`src/rtl/tbwd_pkg.sv`:
```
package tbwd_pkg;
    typedef enum logic [1:0] {
        WD_Q0 = 2'd0,
        WD_Q1 = 2'd1,
        WD_Q2 = 2'd2,
        WD_Q3 = 2'd3
    } wd_state_t;
endpackage

```
`src/rtl/tbwd_prescaler.sv`:
```
module tbwd_prescaler #(
    parameter int L0 = 7,
    parameter int L1 = 12,
    parameter int L2 = 13,
    parameter int L3 = 14
) (
    input  logic       clk,
    input  logic       rst_n,
    input  logic       cnt_en,
    input  logic       cnt_clr,
    input  logic [1:0] rate_sel,
    output logic       tick_c,
    output logic       tick_q
);
    localparam int W = L3;

    logic [W-1:0] cnt;
    logic [W:0]   span;
    int unsigned  sel_log;

    always_comb begin
        unique case (rate_sel)
            2'd0: sel_log = L0;
            2'd1: sel_log = L1;
            2'd2: sel_log = L2;
            default: sel_log = L3;
        endcase
        span   = ((W+1)'(1) << sel_log) - (W+1)'(1);
        tick_c = cnt_en && (&(cnt | ~span[W-1:0]));
    end

    always_ff @(posedge clk or negedge rst_n) begin
        if (!rst_n) begin
            cnt    <= '0;
            tick_q <= 1'b0;
        end else begin
            tick_q <= tick_c;
            if (cnt_clr)
                cnt <= '0;
            else if (cnt_en)
                cnt <= cnt + W'(1);
        end
    end

    // gated timebase freezes the count
    p_hold_gated_r8: assert property (@(posedge clk) disable iff (!rst_n)
        (!cnt_en && !cnt_clr) |=> $stable(cnt));
    // no tick follows a gated cycle
    p_no_tick_gated_r8: assert property (@(posedge clk) disable iff (!rst_n)
        !cnt_en |=> !tick_q);
    // tick is a single-cycle pulse
    p_tick_pulse_r1: assert property (@(posedge clk) disable iff (!rst_n)
        tick_q |=> !tick_q);
endmodule

```
`src/rtl/tbwd_watchdog.sv`:
```
module tbwd_watchdog
    import tbwd_pkg::*;
(
    input  logic clk,
    input  logic rst_n,
    input  logic tick_c,
    input  logic wd_en,
    input  logic clr_req,
    output logic fire_c,
    output logic wd_rst_req
);
    wd_state_t stage, stage_nx;

    always_comb begin
        stage_nx = stage;
        if (clr_req) begin
            stage_nx = WD_Q0;                  // CLEAR
        end else if (tick_c) begin
            unique case (stage)
                WD_Q0: stage_nx = WD_Q1;       // ADVANCE
                WD_Q1: stage_nx = WD_Q2;
                WD_Q2: stage_nx = WD_Q3;
                WD_Q3: stage_nx = WD_Q0;       // OVERFLOW
            endcase
        end
        fire_c = tick_c && !clr_req && wd_en && (stage == WD_Q3);
    end

    always_ff @(posedge clk or negedge rst_n) begin
        if (!rst_n) stage <= WD_Q0;
        else        stage <= stage_nx;
    end

    always_ff @(posedge clk or negedge rst_n) begin
        if (!rst_n) wd_rst_req <= 1'b0;
        else        wd_rst_req <= fire_c;
    end

    // reset request lasts one cycle
    p_rst_pulse_r7: assert property (@(posedge clk) disable iff (!rst_n)
        wd_rst_req |=> !wd_rst_req);
    // reset request leaves the stage in WD_Q0
    p_rst_restarts_r7: assert property (@(posedge clk) disable iff (!rst_n)
        wd_rst_req |-> (stage == WD_Q0));
    // request only when enabled in the previous cycle
    p_rst_needs_en_r4: assert property (@(posedge clk) disable iff (!rst_n)
        wd_rst_req |-> $past(wd_en));
    // a clear restarts the stage and suppresses the request
    p_clear_wins_r6: assert property (@(posedge clk) disable iff (!rst_n)
        clr_req |=> (stage == WD_Q0) && !wd_rst_req);
endmodule

```
`src/rtl/tbwd_irq.sv`:
```
module tbwd_irq (
    input  logic clk,
    input  logic rst_n,
    input  logic tick_c,
    input  logic tick_q,
    input  logic ack_req,
    input  logic irq_en,
    output logic tb_flag,
    output logic tb_irq
);
    always_ff @(posedge clk or negedge rst_n) begin
        if (!rst_n)       tb_flag <= 1'b0;
        else if (tick_c)  tb_flag <= 1'b1;
        else if (ack_req) tb_flag <= 1'b0;
    end

    assign tb_irq = tb_flag & irq_en;

    // a tick leaves the flag set
    p_flag_on_tick_r9: assert property (@(posedge clk) disable iff (!rst_n)
        tick_q |-> tb_flag);
    // a flag that was clear rises only through a tick
    p_flag_rise_r9: assert property (@(posedge clk) disable iff (!rst_n)
        $rose(tb_flag) |-> tick_q);
    // interrupt is gated by the enable
    p_irq_gate_r10: assert property (@(posedge clk) disable iff (!rst_n)
        tb_irq |-> (tb_flag && irq_en));
endmodule

```
`src/rtl/tbwd_top.sv`:
```
module tbwd_top #(
    parameter int L0 = 7,
    parameter int L1 = 12,
    parameter int L2 = 13,
    parameter int L3 = 14
) (
    input  logic       clk,
    input  logic       rst_n,
    input  logic       tb_clk_en,
    input  logic [1:0] rate_sel,
    input  logic       wd_en,
    input  logic       irq_en,
    input  logic       ctl_wr,
    input  logic       ctl_clr,
    input  logic       ctl_ack,
    output logic       tb_tick,
    output logic       wd_rst_req,
    output logic       tb_flag,
    output logic       tb_irq
);
    logic tick_c;
    logic fire_c;
    logic clr_req;
    logic ack_req;

    assign clr_req = ctl_wr & ctl_clr;
    assign ack_req = ctl_wr & ctl_ack;

    tbwd_prescaler #(.L0(L0), .L1(L1), .L2(L2), .L3(L3)) u_pre (
        .clk      (clk),
        .rst_n    (rst_n),
        .cnt_en   (tb_clk_en),
        .cnt_clr  (fire_c),
        .rate_sel (rate_sel),
        .tick_c   (tick_c),
        .tick_q   (tb_tick)
    );

    tbwd_watchdog u_wd (
        .clk        (clk),
        .rst_n      (rst_n),
        .tick_c     (tick_c),
        .wd_en      (wd_en),
        .clr_req    (clr_req),
        .fire_c     (fire_c),
        .wd_rst_req (wd_rst_req)
    );

    tbwd_irq u_irq (
        .clk     (clk),
        .rst_n   (rst_n),
        .tick_c  (tick_c),
        .tick_q  (tb_tick),
        .ack_req (ack_req),
        .irq_en  (irq_en),
        .tb_flag (tb_flag),
        .tb_irq  (tb_irq)
    );

    // a reset request coincides with a tick
    p_rst_with_tick_r7: assert property (@(posedge clk) disable iff (!rst_n)
        wd_rst_req |-> tb_tick);
endmodule

```
`config.mk`:
```
export PLATFORM = sky130hd
export DESIGN_NAME = tbwd_top
export DESIGN_NICKNAME = d
export VERILOG_FILES = /design/src/rtl/tbwd_pkg.sv /design/src/rtl/tbwd_prescaler.sv /design/src/rtl/tbwd_watchdog.sv /design/src/rtl/tbwd_irq.sv /design/src/rtl/tbwd_top.sv
export SDC_FILE = /design/constraint.sdc
export NUM_CORES = 1
export LEC_CHECK = 0
export BUFFER_PORTS_ARGS = -buffer_cell sky130_fd_sc_hd__buf_2
export CAP_MARGIN = 20
export CORE_ASPECT_RATIO = 1.4
export CORE_UTILIZATION = 55
export CTS_CLUSTER_SIZE = 24
export DETAILED_ROUTE_END_ITERATION = 8
export GPL_TIMING_DRIVEN = 0
export PLACE_DENSITY = 0.73
export SYNTH_ARGS = -nofsm -noshare
export SYNTH_HDL_FRONTEND = slang
export SYNTH_HIERARCHICAL = 1
export SYNTH_SLANG_ARGS = --single-unit
```
`constraint.sdc`:
```
create_clock -name clk -period 3.1 [get_ports clk]
set_clock_uncertainty 0.2 [all_clocks]
set_input_delay 0.31 -clock clk [delete_from_list [all_inputs] [get_ports clk]]
set_output_delay 0.31 -clock clk [all_outputs]
set_load 0.01 [all_outputs]
```
# Word-level counts from Yosys, hierarchy flattened
# Cells that the tools add are included.
# totals
regBits	19
in_bits	10
output_inout_bits	4
word_cells	37
# classes
n_addsub	2
n_eq_ne	5
shifts	1
mux	8
bitwise	5
reduce_logical	11
# ops
operator	n
$mux 14	2
$add 14x1->14 const B	1
$not 14->14	1
$or 14x14->14	1
$reduce_and 14->1	1
$shl 1x4->14 const A	1
$sub 14x2->14 const B	1
$pmux 4 s3	1
$pmux 2 s4	1
$eq 2x2->1 const B	3
$reduce_bool 2->1	3
$eq 2x1->1 const B	2
$logic_and 1x1->1	4
$logic_not 2->1	2
$mux 2	2
$and 1x1->1	3
$mux 1	2
$logic_not 1->1	1

# Depth between registers and ports, before layout
# Gate-level depths: netlist of the first run.
# logic_depth
ltp_word	12
mapped_depth	9
depth_no_buf	8

# Modules after synthesis
# The synthesis of the first run kept the hierarchy.
# by_module_without_submodules
module	instances	cells_each	area_per_inst_um2	seq_area_each_um2
tbwd_prescaler	1	81	814.5	375.4
tbwd_watchdog	1	14	160.2	75.1
tbwd_irq	1	4	42.5	25.0
tbwd_top	1	2	12.5	0.0

# Worst setup path before layout of the first run
# No wires, ideal clock.
# synth_timing
kind	reg-to-reg
from	reg u_pre.cnt[0]
to	reg u_pre.cnt[10]
setup_time_ns	0.125
arrival_ns	2.165
required_time_ns	2.775
path_slack_ns	0.611
stages_incl_launch_ff	10
path_buffers	1
period_less_slack_ns	2.489
path_cell_list	dfrtp_1 > ha_1 > nand2_1 > nor3_1 > and3_1 > and4b_2 > buf_2 > o21ai_0 > nor4_1 > mux2_2
# synth_between
elab_chain_len	7
elab_cells_between_ends	10
classes_between	add/sub (1); mux (2); bitwise (1); reduce/logical (6)
# synth_lines
element	line_no	rtl
start: declaration	tbwd_prescaler.sv:17	logic [W-1:0] cnt;
start signal: assignment	tbwd_prescaler.sv:41	cnt <= cnt + W'(1);
$or 14x14->14 *	tbwd_prescaler.sv:29	tick_c = cnt_en && (&(cnt | ~span[W-1:0]));
$reduce_and 14->1 *	tbwd_prescaler.sv:29	
$logic_and 1x1->1 *	tbwd_prescaler.sv:29	
via tick_c	tbwd_top.sv:21	logic tick_c;
$logic_and 1x1->1 * (3 in a row)	tbwd_watchdog.sv:26	fire_c = tick_c && !clr_req && wd_en && (stage == WD_Q3);
via fire_c	tbwd_top.sv:22	logic fire_c;
$mux 14 or $reduce_bool 2->1 (tied branches)	n/a	
# The timed path passes the listed nets; every way through them passes the cells marked *. The select of a mux whose other input is x is not followed.
# A chain may end at the register's enable or synchronous reset.

# Worst setup path after layout of the first run
# Same ends and word-level chain as after synthesis.

==> metrics.md, run 1 <==
| Metric | Value |
|---|---|
| Run status | finished, final reports clean |
| Non-Filler Instances | 138 |
| Core area | 1760 µm² |
| Fraction of layout cells with a size suffix above 1 | 22.9% |
| DR WL/cell | 14.2 µm |
| Placed cell count | 133 |
| #FFs+latches synth | 19 |
| CTS Buf Count | 3 |
| Worst setup EP type | flip-flop |
| # clock sinks | 19 |
| Die height | 53.2 µm |
| Main synth FF type | dfrtp_1 |
| Fmax | 0.344 GHz |
| Max Cap Viol | 0 |
| Diode count | 0 |
| Final worst-path cycle share | 93.8% |
| Worst hold path type | in2reg |
| Pin count of the biggest net entering global routing | 20 |
| CTS tree | built |
| Post-DP HPWL | 1440 µm |
| Syn Area/Cell | 10.2 µm² |
| Die area | 2050 µm² |
| Final WL | 1970 µm |
| CP arrival | 2.90 ns |
| Starting Density | 58.6% |
| Startpoint types | flip-flop |
| Layout area overhead | 12.6% |
| Fin Setup TNS | 0 ns |
| CP top delay family | simple AND/OR/NAND/NOR gates |
| Slew Limit Fails | 0 |
| Hold slack final | 0.117 ns |
| Vias in the first global route | 758 |
| Register area share after synthesis | 46.2% |
| Critical path class | reg2reg |
| Clock tree buffer depth | 2 |
| CP max stage delay | 0.42 ns |
| Root buffer cell | clkbuf_4 |
| Worst-path cell chain | ha_1 > nand2_1 > nor3_1 > and3_2 > and4b_2 > buf_2 > o21ai_0 > nor4_1 > mux2_2 |
| Distinct cells, synth | 32 |
| Max IR drop VDD | 0.442 mV |
| CTS H-tree lvls | 1 |
| GRT Overall Usage | 21.8% |
| CP max stage cell | dfrtp_1 |
| Initial DRC count | 15 |
| Syn Nets | 115 |
| PortBufs | 12 |
| Critical Path RT | 3.09 ns |
| IO Pins | 14 |
| Synthesized instance count | 101 |
| Die width | 38.6 µm |
| Ys Warns | 6 |
| Post-Synthesis Cell Area | 1030 µm² |
| # setup viols final | 0 |
| Cell Pwr Density | 534 nW/µm² |
| Global route overflow | 0 |
| Number of flops mapped to enable cells by yosys | 0 |
| Final hold violation count | 0 |
| RSZ-0062 raised after global routing | false |
| Max_slew headroom | 66.5% |
| Final net count | 133 |
| Rows | 18 |
| First-pass GRT wire length | 3160 µm |
| Clock-pin slew on the worst setup and hold paths | 0.11 ns |
| Clk_lat worst skew | 0.29 ns |
| Total Power | 0.000620 W |
| Initial antenna violation count | 0 |
| Post-route antenna net violation count | 0 |
| Fraction of registers with async set/reset | 100% |
| Static leakage | 0.541 nW |
| Vias | 807 |
| Via-per-instance ratio | 5.85 |
| DR pass1 iterations | 4 |
| CP max FO | 10 |
| CP bufs+invs | 1 |
| Placer Congestion | 0.672 |
| Post-route DRC | 0 |
| Final min period | 2.91 ns |
| Worst-Margin Slew | 0.497 ns |
-- logic make-up after synthesis --
logic type / after synthesis / synth area share, %
compound gates: 15 / 8.99
buf+inv: 9 / 4.50
fa+ha+maj: 4 / 4.86
simple gates: 44 / 25.8
flops: 19 / 46.2
mux: 6 / 6.32
xor+xnor: 4 / 3.40
-- what timing repair did --
item,in CTS,in global routing
setup endpoints to repair,0,3
resized for setup,0,2
hold endpoints to repair,19,0
hold buffers,1,0
setup buffers,0,0
-- state kept, by name, summed over array words and instances, names as in the netlist --
signal,flops
u_pre/tick_q,1
u_wd/stage,2
u_irq/tb_flag,1
u_pre/cnt,14
u_wd/wd_rst_req,1
-- routing by layer --
layer | vias up | wire [µm] | track usage [%] | part of all wire [%]
met5 | - | 0 | 0 | 0
met4 | 0 | 10 | 8.62 | 0.51
met3 | 2 | 52 | 1.26 | 2.6
met2 | 21 | 1050 | 38.1 | 54
met1 | 391 | 849 | 27.0 | 43
li1 | 393 | - | - | -
-- Yosys cell counts (all sizes together), types with 2 or more instances --
master  number  area (µm²)
dfrtp       19         475
mux2         4        45.0
nand4        4        40.0
ha           4        50.1
inv          5        18.8
o21ai        3        15.0
nor4         4        31.3
a21oi        5        25.0
buf          4        27.5
mux2i        2        20.0
nand2        4        15.0
or4          4        30.0
nor2        12        45.0
xor2         3        26.3
nand3        4        25.0
and2         3        18.8
o31ai        5        37.5
nor2b        5        31.3
-- power by group --
part / total [W] / switching [W] / internal, W
registers: 0.000346 / 0.0000548 / 0.000291
logic: 0.000148 / 0.0000858 / 0.0000617
clock network: 0.000126 / 0.0000781 / 0.0000480
-- metrics by stage --
| step | setup slack [ns] | utilization (%) | instance area, µm² |
|---|---|---|---|
| after detailed placement | 0.129 | 63.5 | 1110 |
| final | 0.191 | 66.0 | 1160 |
| after global routing | 0.0434 | 66.0 | 1160 |
| after floorplan | 0.611 | - | 1030 |
| after CTS | 0.0991 | 65.6 | 1150 |
| after global placement | 0.213 | 63.5 | 1110 |
-- layout by cell type, fill, tap and decap left out --
master,count
dfrtp_1,19
buf_2,13
nor2_1,12
inv_1,5
nor2b_1,5
o31ai_1,5
a21oi_1,5
nand2_1,4
or4_1,4
ha_1,4
and2_1,3
clkbuf_4,3
nand4_1,3
nand3_1,3
o21ai_0,3
xor2_1,3
nor4_2,2
mux2_1,2
mux2i_1,2
nor4_1,2
mux2_2,2
clkinv_2,1
dlygate4sd3_1,1
a21o_1,1
buf_4,1
nand3_2,1
buf_6,1
nor3_1,1
and3_2,1
nand4_4,1
buf_1,1
or3_1,1
xnor2_1,1
and4b_2,1
a211oi_1,1
-- worst register-to-register path, cell delays in order, from the launching register on --
cell and delay, ns:
dfrtp_1 0.42, ha_1 0.21, nand2_1 0.15, nor3_1 0.24, and3_2 0.29, and4b_2 0.25
buf_2 0.21, o21ai_0 0.23, nor4_1 0.24, mux2_2 0.37
-- worst paths after layout --
check / from / to / slack [ns] / cells after the start
setup / recovery: u_pre/cnt[0] / u_pre/cnt[10] / 0.19 / 9
hold / removal: tb_clk_en / u_pre/cnt[1] / 0.12 / 3
setup reg to reg: u_pre/cnt[0] / u_pre/cnt[10] / 0.19 / 9
hold reg to reg: u_irq/tb_flag / u_irq/tb_flag / 0.31 / 1
max in group asynchronous: rst_n / u_wd/stage[1] / 2.12 / 2
min in group asynchronous: rst_n / u_pre/cnt[8] / 0.28 / 2
-- area by class of cell --
class                      count  area (µm²)
sequential                    19         475
multi-input combinational     73         515
timing repair buffer          13        70.1
inverter                       5        18.8
clock inverter                 1        5.00
clock buffer                   3        22.5
buffer                         4        27.5
tap                           20        25.0
fill                         141         597
No activity file was read; power rests on OpenSTA's default activity.
==> inputs of run 2 (changes only) <==
--- a/config.mk
+++ b/config.mk
@@ -9,6 +9,7 @@
 export CAP_MARGIN = 20
 export CORE_ASPECT_RATIO = 1.4
 export CORE_UTILIZATION = 55
+export CTS_BUF_LIST = sky130_fd_sc_hd__clkbuf_16
 export CTS_CLUSTER_SIZE = 24
 export DETAILED_ROUTE_END_ITERATION = 8
 export GPL_TIMING_DRIVEN = 0
==> run 2 against run 1 <==
  * Fmax shrank 0.81%
  * Cell count is the same
  * Largest power group unchanged
  * Sequential power is essentially flat
  * Sequential cell count is the same
  * Highest routed layer unchanged
  * Routed wire length grew 7.8%
  * Register-to-register slack lost 0.02 ns
==> metrics.md, run 2 (synthesis gave the netlist of run 1 again) <==
| Metric | Value |
|---|---|
| Run status | finished, final reports clean |
| Buffer count from post-CTS setup fixing | 0 (unchanged) |
| Fraction of layout cells with a size suffix above 1 | 22.9% (unchanged) |
| Critical path class | reg2reg |
| Max IR drop VDD | 0.537 mV (+21%) |
| Root buffer cell | clkbuf_16 |
| Reg with most FFs | u_pre/cnt |
| Post-route antenna net violation count | 0 (unchanged) |
| # setup viols final | 0 (unchanged) |
| Biggest regs | u_pre/cnt: 14 flops, u_wd/stage: 2 flops |
| CP max FO | 10 (unchanged) |
| Met3 usage | 5.04% (+3.8 points) |
| Vias | 829 (+2.7%) |
| Final worst slack | 0.168 ns (-0.0237 ns) |
| Max FFs per register | 14 (unchanged) |
| CP max stage cell | dfrtp_1 |
| Die height | 53.2 µm (unchanged) |
| IO Pins | 14 (unchanged) |
| Diode count | 0 (unchanged) |
| Die area | 2050 µm² (unchanged) |
| Layout fillers | 136 (-3.5%) |
| Starting Density | 58.6% (unchanged) |
| Clock tree buffer depth | 2 (unchanged) |
| Final hold violation count | 0 (unchanged) |
| Pre-CTS setup slack | 0.129 ns (unchanged) |
| Clk_lat worst skew | 0.25 ns (-0.04 ns) |
| Placer Congestion | 0.672 (unchanged) |
| Post-route DRC | 0 (unchanged) |
| DR pass1 iterations | 4 (unchanged) |
| Most frequent cells in the layout | 19 x dfrtp_1, 13 x buf_2, 12 x nor2_1 |
| Final worst-path cycle share | 94.6% (+0.77 points) |
| Global route overflow | 0 (unchanged) |
| Startpoint types | flip-flop |
| Worst-path cell chain | ha_1 > nand2_1 > nor3_1 > and3_2 > and4b_2 > buf_2 > o21ai_0 > nor4_1 > mux2_2 |
| Initial antenna violation count | 0 (unchanged) |
| Vias in the first global route | 798 (+5.3%) |
| Die width | 38.6 µm (unchanged) |
| Max Cap Viol | 0 (unchanged) |
| # clock sinks | 19 (unchanged) |
| Final net count | 133 (unchanged) |
| Slew Limit Fails | 0 (unchanged) |
| Clock-pin slew on the worst setup and hold paths | 0.05 ns (-0.06 ns) |
| Worst hold path type | in2reg |
| Final WL | 2120 µm (+7.8%) |
| DR WL/cell | 15.4 µm (+7.8%) |
| Hold slack final | 0.167 ns (+0.0501 ns) |
| CTS H-tree lvls | 1 (unchanged) |
| Critical Path RT | 3.04 ns (-0.05 ns) |
| Via-per-instance ratio | 6.01 (+2.7%) |
| Met2 Use GR | 41.9% (+3.9 points) |
| Post-DP HPWL | 1440 µm (unchanged) |
| CP max stage delay | 0.40 ns (-0.02 ns) |
| Fin Setup TNS | 0 ns (unchanged) |
| Initial DRC count | 28 (+13) |
| Fmax | 0.341 GHz (-0.81%) |
| CTS tree | built |
| Routing usage on met1 | 26.8% (-0.27 points) |
| RSZ-0062 raised after global routing | false |
| GRT Overall Usage | 24.4% (+2.6 points) |
| Commonest non-fill, non-tap cell in the layout | dfrtp_1 |
| Static leakage | 0.564 nW (+4.3%) |
| Finished Core Util | 69.0% (+3.0 points) |
| Core area | 1760 µm² (unchanged) |
| Max_slew headroom | 64.0% (-2.5 points) |
| Worst-Margin Slew | 0.534 ns (+0.0370 ns) |
| PortBufs | 12 (unchanged) |
| CTS Buf Count | 3 (unchanged) |
| Rows | 18 (unchanged) |
| Cell Pwr Density | 629 nW/µm² (+18%) |
| Layout area overhead | 17.7% |
| First-pass GRT wire length | 3370 µm (+6.8%) |
| GRT busiest layer | met2 |
| Final min period | 2.93 ns (+0.0237 ns) |
| CP arrival | 2.87 ns (-0.03 ns) |
| Worst setup EP type | flip-flop |
| Pin count of the biggest net entering global routing | 20 (unchanged) |
==> run 2: changes by cell type in the layout (fill, tap and decap cells not counted) <==
| cell | delta |
|---|---|
| clkbuf_4 | -3 |
| clkbuf_16 | +3 |
==> run 2: path summary, 6_finish.rpt <==
path                                from             to  slack [ns]  cells past startpoint
setup / recovery            u_pre/cnt[0]  u_pre/cnt[10]        0.17                      9
hold / removal                 tb_clk_en   u_pre/cnt[1]        0.17                      3
setup reg to reg            u_pre/cnt[0]  u_pre/cnt[10]        0.17                      9
hold reg to reg            u_irq/tb_flag  u_irq/tb_flag        0.29                      1
max in group asynchronous          rst_n   u_pre/cnt[6]        2.07                      2
min in group asynchronous          rst_n  u_pre/cnt[12]        0.33                      2
==> run 2: power by group <==
group / total (W) / leakage (nW) / switching, W / internal, W
sequential: 0.000348 / 0.254 / 0.0000553 / 0.000292
clock: 0.000268 / 0.0409 / 0.0000946 / 0.000173
combinational: 0.000147 / 0.269 / 0.0000860 / 0.0000615
==> run 2: metal layers <==
layer	share of wire, %	wire length [µm]
met2	55	1170
met5	0	0
met3	4.5	96
met4	2.4	50
met1	38	808
==> run 2: metrics by stage <==
step | instances | area (µm²) | power, W
after floorplan | 101 | 1030 | 0.000450
after global routing | 138 | 1210 | 0.000804
final | 138 | 1210 | 0.000763
after global placement | 133 | 1110 | 0.000485
after CTS | 138 | 1200 | 0.000764
after detailed placement | 133 | 1110 | 0.000495
==> run 2: area by class of cell <==
class	instances	area (µm²)	area share, %
repair buffers	13	70.1	5.78
clock inverters	1	5.00	0.413
flip-flops and latches	19	475	39.2
well taps	20	25.0	2.06
clock buffers	3	75.1	6.19
inverters	5	18.8	1.55
plain buffers	4	27.5	2.27
multi-input cells	73	515	42.5
==> run 2: worst max-delay path, delay by kind of cell (launching register included) <==
kind,cells,cell delay [ns]
AOI/OAI and AO/OA,1,0.24
adders and majority gates,1,0.21
buffers and inverters,1,0.21
DFF,1,0.40
muxes,1,0.37
and+or+nand+nor,5,1.19
==> run 2: timing repair <==
action                                 in CTS  in global routing
resized for setup                           0                  2
endpoints found under the hold margin      19                  0
setup endpoints to repair                   0                  3
hold buffers                                1                  0
